[src/rtl/cfgs_pkg.sv]
package cfgs_pkg;
  parameter int unsigned CFG_NREG  = 54;
  parameter int unsigned CFG_BW    = 8;
  parameter int unsigned CFG_SKIP0 = 1;
endpackage

[src/rtl/cfgs_sync.sv]
module cfgs_sync #(
  parameter int unsigned STAGES = 2
) (
  input  logic clk,
  input  logic rst,
  input  logic sclk_a,
  input  logic sdat_a,
  output logic sdat_s,
  output logic sclk_rise
);
  logic [STAGES-1:0] clk_pipe;
  logic [STAGES-1:0] dat_pipe;
  logic              clk_last;

  always_ff @(posedge clk) begin
    if (rst) begin
      clk_pipe <= '0;
      dat_pipe <= '0;
      clk_last <= 1'b0;
    end else begin
      clk_pipe <= {clk_pipe[STAGES-2:0], sclk_a};
      dat_pipe <= {dat_pipe[STAGES-2:0], sdat_a};
      clk_last <= clk_pipe[STAGES-1];
    end
  end

  assign sclk_rise = clk_pipe[STAGES-1] & ~clk_last;
  assign sdat_s    = dat_pipe[STAGES-1];


  single_pulse_chk: assert property (@(posedge clk) disable iff (rst)
    sclk_rise |=> !sclk_rise);
endmodule

[src/rtl/cfgs_frame_ctr.sv]
module cfgs_frame_ctr #(
  parameter int unsigned NREG  = 54,
  parameter int unsigned BW    = 8,
  parameter int unsigned SKIP0 = 1,
  localparam int unsigned RW   = $clog2(NREG),
  localparam int unsigned BIW  = $clog2(BW)
) (
  input  logic           clk,
  input  logic           rst,
  input  logic           step,
  output logic [RW-1:0]  reg_idx,
  output logic [BIW-1:0] bit_idx,
  output logic           byte_done,
  output logic           done
);
  localparam logic [BIW-1:0] TOP_BIT   = BIW'(BW-1);
  localparam logic [BIW-1:0] FIRST_BIT = BIW'(BW-1-SKIP0);
  localparam logic [RW-1:0]  LAST_REG  = RW'(NREG-1);

  logic adv;
  assign adv       = step & ~done;
  assign byte_done = adv & (bit_idx == '0);

  always_ff @(posedge clk) begin
    if (rst) begin
      reg_idx <= '0;
      bit_idx <= FIRST_BIT;
      done    <= 1'b0;
    end else if (adv) begin
      if (bit_idx == '0) begin
        bit_idx <= TOP_BIT;
        if (reg_idx == LAST_REG) done <= 1'b1;
        else reg_idx <= reg_idx + 1'b1;
      end else begin
        bit_idx <= bit_idx - 1'b1;
      end
    end
  end


  done_at_end_chk: assert property (@(posedge clk) disable iff (rst)
    $rose(done) |-> ($past(reg_idx) == LAST_REG && $past(bit_idx) == '0));

  frozen_after_done_chk: assert property (@(posedge clk) disable iff (rst)
    done |=> ($stable(reg_idx) && $stable(bit_idx) && done));
endmodule

[src/rtl/cfg_serial_slave.sv]
module cfg_serial_slave
  import cfgs_pkg::*;
#(
  parameter int unsigned NREG   = CFG_NREG,
  parameter int unsigned BW     = CFG_BW,
  parameter int unsigned SKIP0  = CFG_SKIP0,
  parameter int unsigned STAGES = 2,
  localparam int unsigned RW    = $clog2(NREG),
  localparam int unsigned BIW   = $clog2(BW)
) (
  input  logic             clk,
  input  logic             rst,
  input  logic             proc_mode_n,
  input  logic             ser_clk,
  input  logic             ser_dat,
  output logic [NREG*BW-1:0] cfg_regs,
  output logic             cfg_ready
);
  logic           dat_s, rise, step, byte_done, done;
  logic [RW-1:0]  reg_idx;
  logic [BIW-1:0] bit_idx;
  logic [BW-1:0]  shreg;
  logic [BW-1:0]  new_byte;
  logic [BW-1:0]  rf [NREG];

  cfgs_sync #(.STAGES(STAGES)) u_sync (
    .clk(clk), .rst(rst), .sclk_a(ser_clk), .sdat_a(ser_dat),
    .sdat_s(dat_s), .sclk_rise(rise)
  );

  assign step = rise & ~proc_mode_n;

  cfgs_frame_ctr #(.NREG(NREG), .BW(BW), .SKIP0(SKIP0)) u_ctr (
    .clk(clk), .rst(rst), .step(step), .reg_idx(reg_idx),
    .bit_idx(bit_idx), .byte_done(byte_done), .done(done)
  );

  assign new_byte = {shreg[BW-2:0], dat_s};

  always_ff @(posedge clk) begin
    if (rst) shreg <= '0;
    else if (step && !done) shreg <= new_byte;
  end

  always_ff @(posedge clk) begin
    if (rst) begin
      for (int i = 0; i < NREG; i++) rf[i] <= '0;
    end else if (byte_done) begin
      rf[reg_idx] <= new_byte;
    end
  end

  generate
    for (genvar g = 0; g < NREG; g++) begin : g_out
      assign cfg_regs[g*BW +: BW] = rf[g];
    end
  endgenerate

  always_ff @(posedge clk) begin
    if (rst) cfg_ready <= 1'b0;
    else     cfg_ready <= done;
  end


  ready_sticky_chk: assert property (@(posedge clk) disable iff (rst)
    cfg_ready |=> cfg_ready);

  idle_mode_chk: assert property (@(posedge clk) disable iff (rst)
    proc_mode_n |=> $stable(cfg_regs));

  reg0_top_zero_chk: assert property (@(posedge clk) disable iff (rst)
    !cfg_regs[BW-1]);
endmodule

[config.mk]
export PLATFORM = sky130hd
export DESIGN_NAME = cfg_serial_slave
export DESIGN_NICKNAME = d
export VERILOG_FILES = /design/src/rtl/cfgs_pkg.sv /design/src/rtl/cfgs_sync.sv /design/src/rtl/cfgs_frame_ctr.sv /design/src/rtl/cfg_serial_slave.sv
export SDC_FILE = /design/constraint.sdc
export NUM_CORES = 1
export LEC_CHECK = 0
export ABC_AREA = 1
export ABC_CLOCK_PERIOD_IN_PS = 2500
export BUFFER_PORTS_ARGS = -buffer_cell sky130_fd_sc_hd__buf_2
export CORE_MARGIN = 10
export CORE_UTILIZATION = 45
export CTS_BUF_LIST = sky130_fd_sc_hd__clkbuf_8
export DETAILED_ROUTE_END_ITERATION = 8
export MAX_ROUTING_LAYER = met4
export PLACE_DENSITY = 0.75
export REMOVE_ABC_BUFFERS = 1
export SLEW_MARGIN = 10
export SYNTH_ARGS = -nofsm -noshare
export SYNTH_HDL_FRONTEND = slang
export SYNTH_SLANG_ARGS = --single-unit
[constraint.sdc]
create_clock -name clk -period 2.5 [get_ports clk]
set_input_delay 0.375 -clock clk [delete_from_list [all_inputs] [get_ports clk]]
set_output_delay 0.375 -clock clk [all_outputs]
set_load 0.1 [all_outputs]
Word-level counts from Yosys, hierarchy flattened. Memory sizes are Yosys's and may differ from the RTL's. Cells that the tools add are included.

Bits in latches: 0. Flip-flop bits (word level): 23. Logic and storage cells: 35. Memories kept: 1. RAM bits: 432. ROM bits: 0.

Memories: rf (depth 54, width 8, rd ports 54, clocked after Yosys merged registers in 0, wr ports 54, line cfg_serial_slave.sv:24) `logic [BW-1:0] rf [NREG];`.

Bitwise gates (word level): 8. Divide/modulo/power cells: 0. Shift-type cells: 0. Order comparisons: 0. Mux-type cells: 9. $mul: 0. Add/sub/neg operators: 2. Eq/ne operators: 1. Reduce and logical (&&, ||, !) cells: 6.

Operators by type and width (number): $mux W8 (1); $reduce_or A8 Y1 (1); $add A6 B1 Y6 const B (1); $eq A6 B6 Y1 const B (1); $mux W1 (6); $mux W6 (1); $reduce_and A3 Y1 (2); $and A1 B1 Y1 (4); $not A1 Y1 (4); $logic_not A3 Y1 (1); $mux W3 (1); $sub A3 B1 Y3 const B (1); $logic_and A1 B1 Y1 (1); $logic_not A1 Y1 (1).

Depth between registers and ports, before layout.
Depth after elaboration: 10. Depth in mapped cells: 9. Depth with buffers taken out: 9.

By module. Synthesis repeated with hierarchy kept, for this count alone.

Cell total of the unflattened synthesis: 1207. Area total of the unflattened synthesis: 16577.1 um2.

By module, submodules not included: cfg_serial_slave (area each 15849.0 um2, instances 1, cells an instance 1111); cfgs_frame_ctr (area each 586.8 um2, instances 1, cells an instance 80); cfgs_sync (area each 141.4 um2, instances 1, cells an instance 16).

Least setup slack after synthesis. No wires, ideal clock.

Kind: reg2reg. Start point: reg u_ctr.bit_idx[0]. End point: mem rf[32][0] (enable). Clock period less this slack: 2.005 ns. Required time: 2.171 ns. Library setup time: 0.329 ns. Setup slack: 0.495 ns. Buffers on the path: 1. Arrival time: 1.676 ns. Stages on the path, launching flop included: 10. Cells stage by stage: dfxtp_1 inv_1 ha_1 inv_1 nor2_2 nand3_2 nor2_2 buf_4 nand4_2 nand2_1.

RTL lines: start: declaration (line cfgs_frame_ctr.sv:12) `output logic [BIW-1:0] bit_idx,`; start signal: assignment (line cfgs_frame_ctr.sv:35) `bit_idx <= bit_idx - 1'b1;`; end: declaration (line cfg_serial_slave.sv:24).

==> impl_metrics.ini <==
[run_status]
outcome = finished clean

[yosys]
yosysWarnings = 0
ys_seq_area_share_pct = 80.4
syn_inst = 1191
ys_types = 28
syn-cell-area_um2 = 16700
syn_avg_cell_area_um2 = 14.0
ys_ff_latch = 455

[die]
start_util_pct = 45.6
row_count = 70
dieArea_um2 = 45200
die_h_um = 213
core-area_um2 = 36600
io_pins = 438
die_x_um = 213

[grt]
antenna_found_initial = 1
grt.busiest_layer = met2
met3_usage_pct = 7.24
met1_usage_pct = 26.6
grt_usage_pct = 22.4
overflow = 0
use_met2_pct = 35.6
grt_max_degree = 68
grt_pass1_wl_um = 72700
grt_pass1_vias = 11520

[clock_tree]
cts_made_buffers = 72
cts.sinks = 455
clkTransAtPathRegs_ns = 0.06
cts_buffer_depth = 3
htreeDepth = 3
cts_tree = built
clk_latency_ns = 0.61
cts_root_buffer = clkbuf_8

[setup_path]
r2r_cells = 8
crit_type = reg2reg
cp_max_fo = 9
start_kind = flip-flop
crit_path_end_kind = flip-flop
crit_required_ns = 2.77
cp.arrival_ns = 2.64

[detailed_routing]
drt_iter0_markers = 1036
via_per_inst = 5.15
vias = 11440
ant_nets = 0
drt_wl_total_um = 50700
drc = 0
detail_route.wl_per_cell_um = 22.8
first_pass_iters = 5

[placed_design]
hpwlAfterDp_um = 34900
port_buffers = 437
place.gp.congestion = 0.857
place_ws_ns = 0.0120
place_inst = 2091

[power]
power_mw = 18.0
leakagePower_nw = 7.98
powerDensity_nw_per_um2 = 853
ir_drop_mv = 0.496

[timing]
setup_ws_ns = 0.137
setup_viol = 0
rsz0062_at_grt = true
slew_headroom_pct = 63.3
fmax_ghz = 0.423
finalMaxSlewViolations = 0
finalHoldViolCount = 0
fin_skew_ns = 0.0237
hold_ws_ns = 0.170
tightest_slew_ns = 0.550
finalCritPeriodShare_pct = 94.5
fin_crit_ns = 2.36

[cells_and_area]
mostFrequentLayoutCell = nor2_1
final_cell_mix = nor2_1, buf_2, edfxtp_1, nand2_1, clkbuf_8
final_cells = 2223
drive_gt1_share_pct = 37.2
fin_nets = 1709
syn_to_final_growth_pct = 26.5

[min_path]
hold_depth = 3
hold_path_class = in2reg

[run]
maxCapViolCount = 0
-- state kept, by name (all words and copies together) (netlist names) --
register         flops
u_ctr.done           1
rf                 432
u_ctr.bit_idx        3
u_sync.dat_pipe      2
u_sync.clk_pipe      2
u_sync.clk_last      1
shreg                7
cfg_ready            1
u_ctr.reg_idx        6
-- synth_stat cells --
cell,instances,area share [%]
xor2_1,1,0.052
a31oi_1,1,0.037
dfxtp_1,23,2.8
nor2_1,454,10
nand4_4,8,1.0
nor2_4,2,0.13
a21oi_1,11,0.33
edfxtp_1,432,78
clkinv_1,1,0.022
nand4_1,3,0.11
nand3_1,5,0.15
buf_2,4,0.12
buf_4,6,0.27
inv_1,16,0.36
nand4_2,7,0.52
nor3_4,6,0.58
inv_2,17,0.38
o21ai_0,11,0.33
nand3b_1,1,0.045
nor2_2,8,0.30
o2111ai_1,1,0.052
clkbuf_1,49,1.1
ha_1,4,0.30
nand3_2,7,0.42
o22ai_1,1,0.037
nand2_1,100,2.2
nand2_2,11,0.41
nor3_2,1,0.060
-- kinds of logic (layout without fill, tap and decap cells) --
group,Yosys count,in the layout,share of synthesized area [%]
AND/OR/NAND/NOR,613,613,16.2
flip-flops,455,455,80.4
buffers and inverters,93,656,2.25
AO/OA/AOI/OAI,25,25,0.786
adder cells (fa/ha/maj),4,4,0.300
XOR/XNOR,1,1,0.0524
other,0,1,0
-- critical path: stages, from the launching register on --
cell and delay [ns]:
dfxtp_1 0.31, inv_1 0.09, ha_1 0.15, inv_1 0.05
nor2_2 0.18, nand3_2 0.31, nor2_2 0.42, nand2_2 0.20
nand2_1 0.30
-- layer usage --
layer / routed length, um / vias up
met5: 0 / -
met4: 1240 / 0
met3: 5970 / 93
met2: 24600 / 734
met1: 18900 / 5507
li1: - / 5106
-- what timing repair did --
action                     CTS  global route
setup buffers                0             1
setup endpoints to repair    0           119
hold endpoints to repair     2             0
hold buffers                 2             0
gates resized for setup      0             2
-- area by class of cell --
cell class / instances / area, um^2
Tap cell: 468 / 586
Fill cell: 2879 / 15500
Multi-Input combinational cell: 643 / 2910
Timing Repair Buffer: 494 / 2750
Antenna cell: 1 / 2.50
Sequential cell: 455 / 13400
Clock inverter: 53 / 304
Inverter: 34 / 128
Clock buffer: 75 / 1030
-- per-stage QoR --
step                TNS (ns)  cell area, um^2  util (%)
floorplan            -106.74            16500         -
global placement           0            19800      54.0
detailed placement         0            19800      54.0
CTS                        0            21100      57.7
global route           -1.55            21100      57.7
finish                     0            21100      57.7
-- where the power goes --
| part | switching (mW) | leakage, nW | internal (mW) |
|---|---|---|---|
| logic | 3.03 | 2.87 | 0.270 |
| clock network | 2.83 | 0.771 | 3.09 |
| registers | 0.136 | 4.34 | 8.67 |
-- worst paths after layout --
kind	slack, ns	startpoint	to
worst max register to register	0.14	u_ctr.bit_idx[0]	rf[17][2]
worst min register to register	0.41	u_sync.clk_pipe[0]	u_sync.clk_pipe[1]
worst max-delay path	0.14	u_ctr.bit_idx[0]	rf[17][2]
worst min-delay path	0.17	rst	u_sync.clk_pipe[0]
No activity file was read; power rests on OpenSTA's default activity.
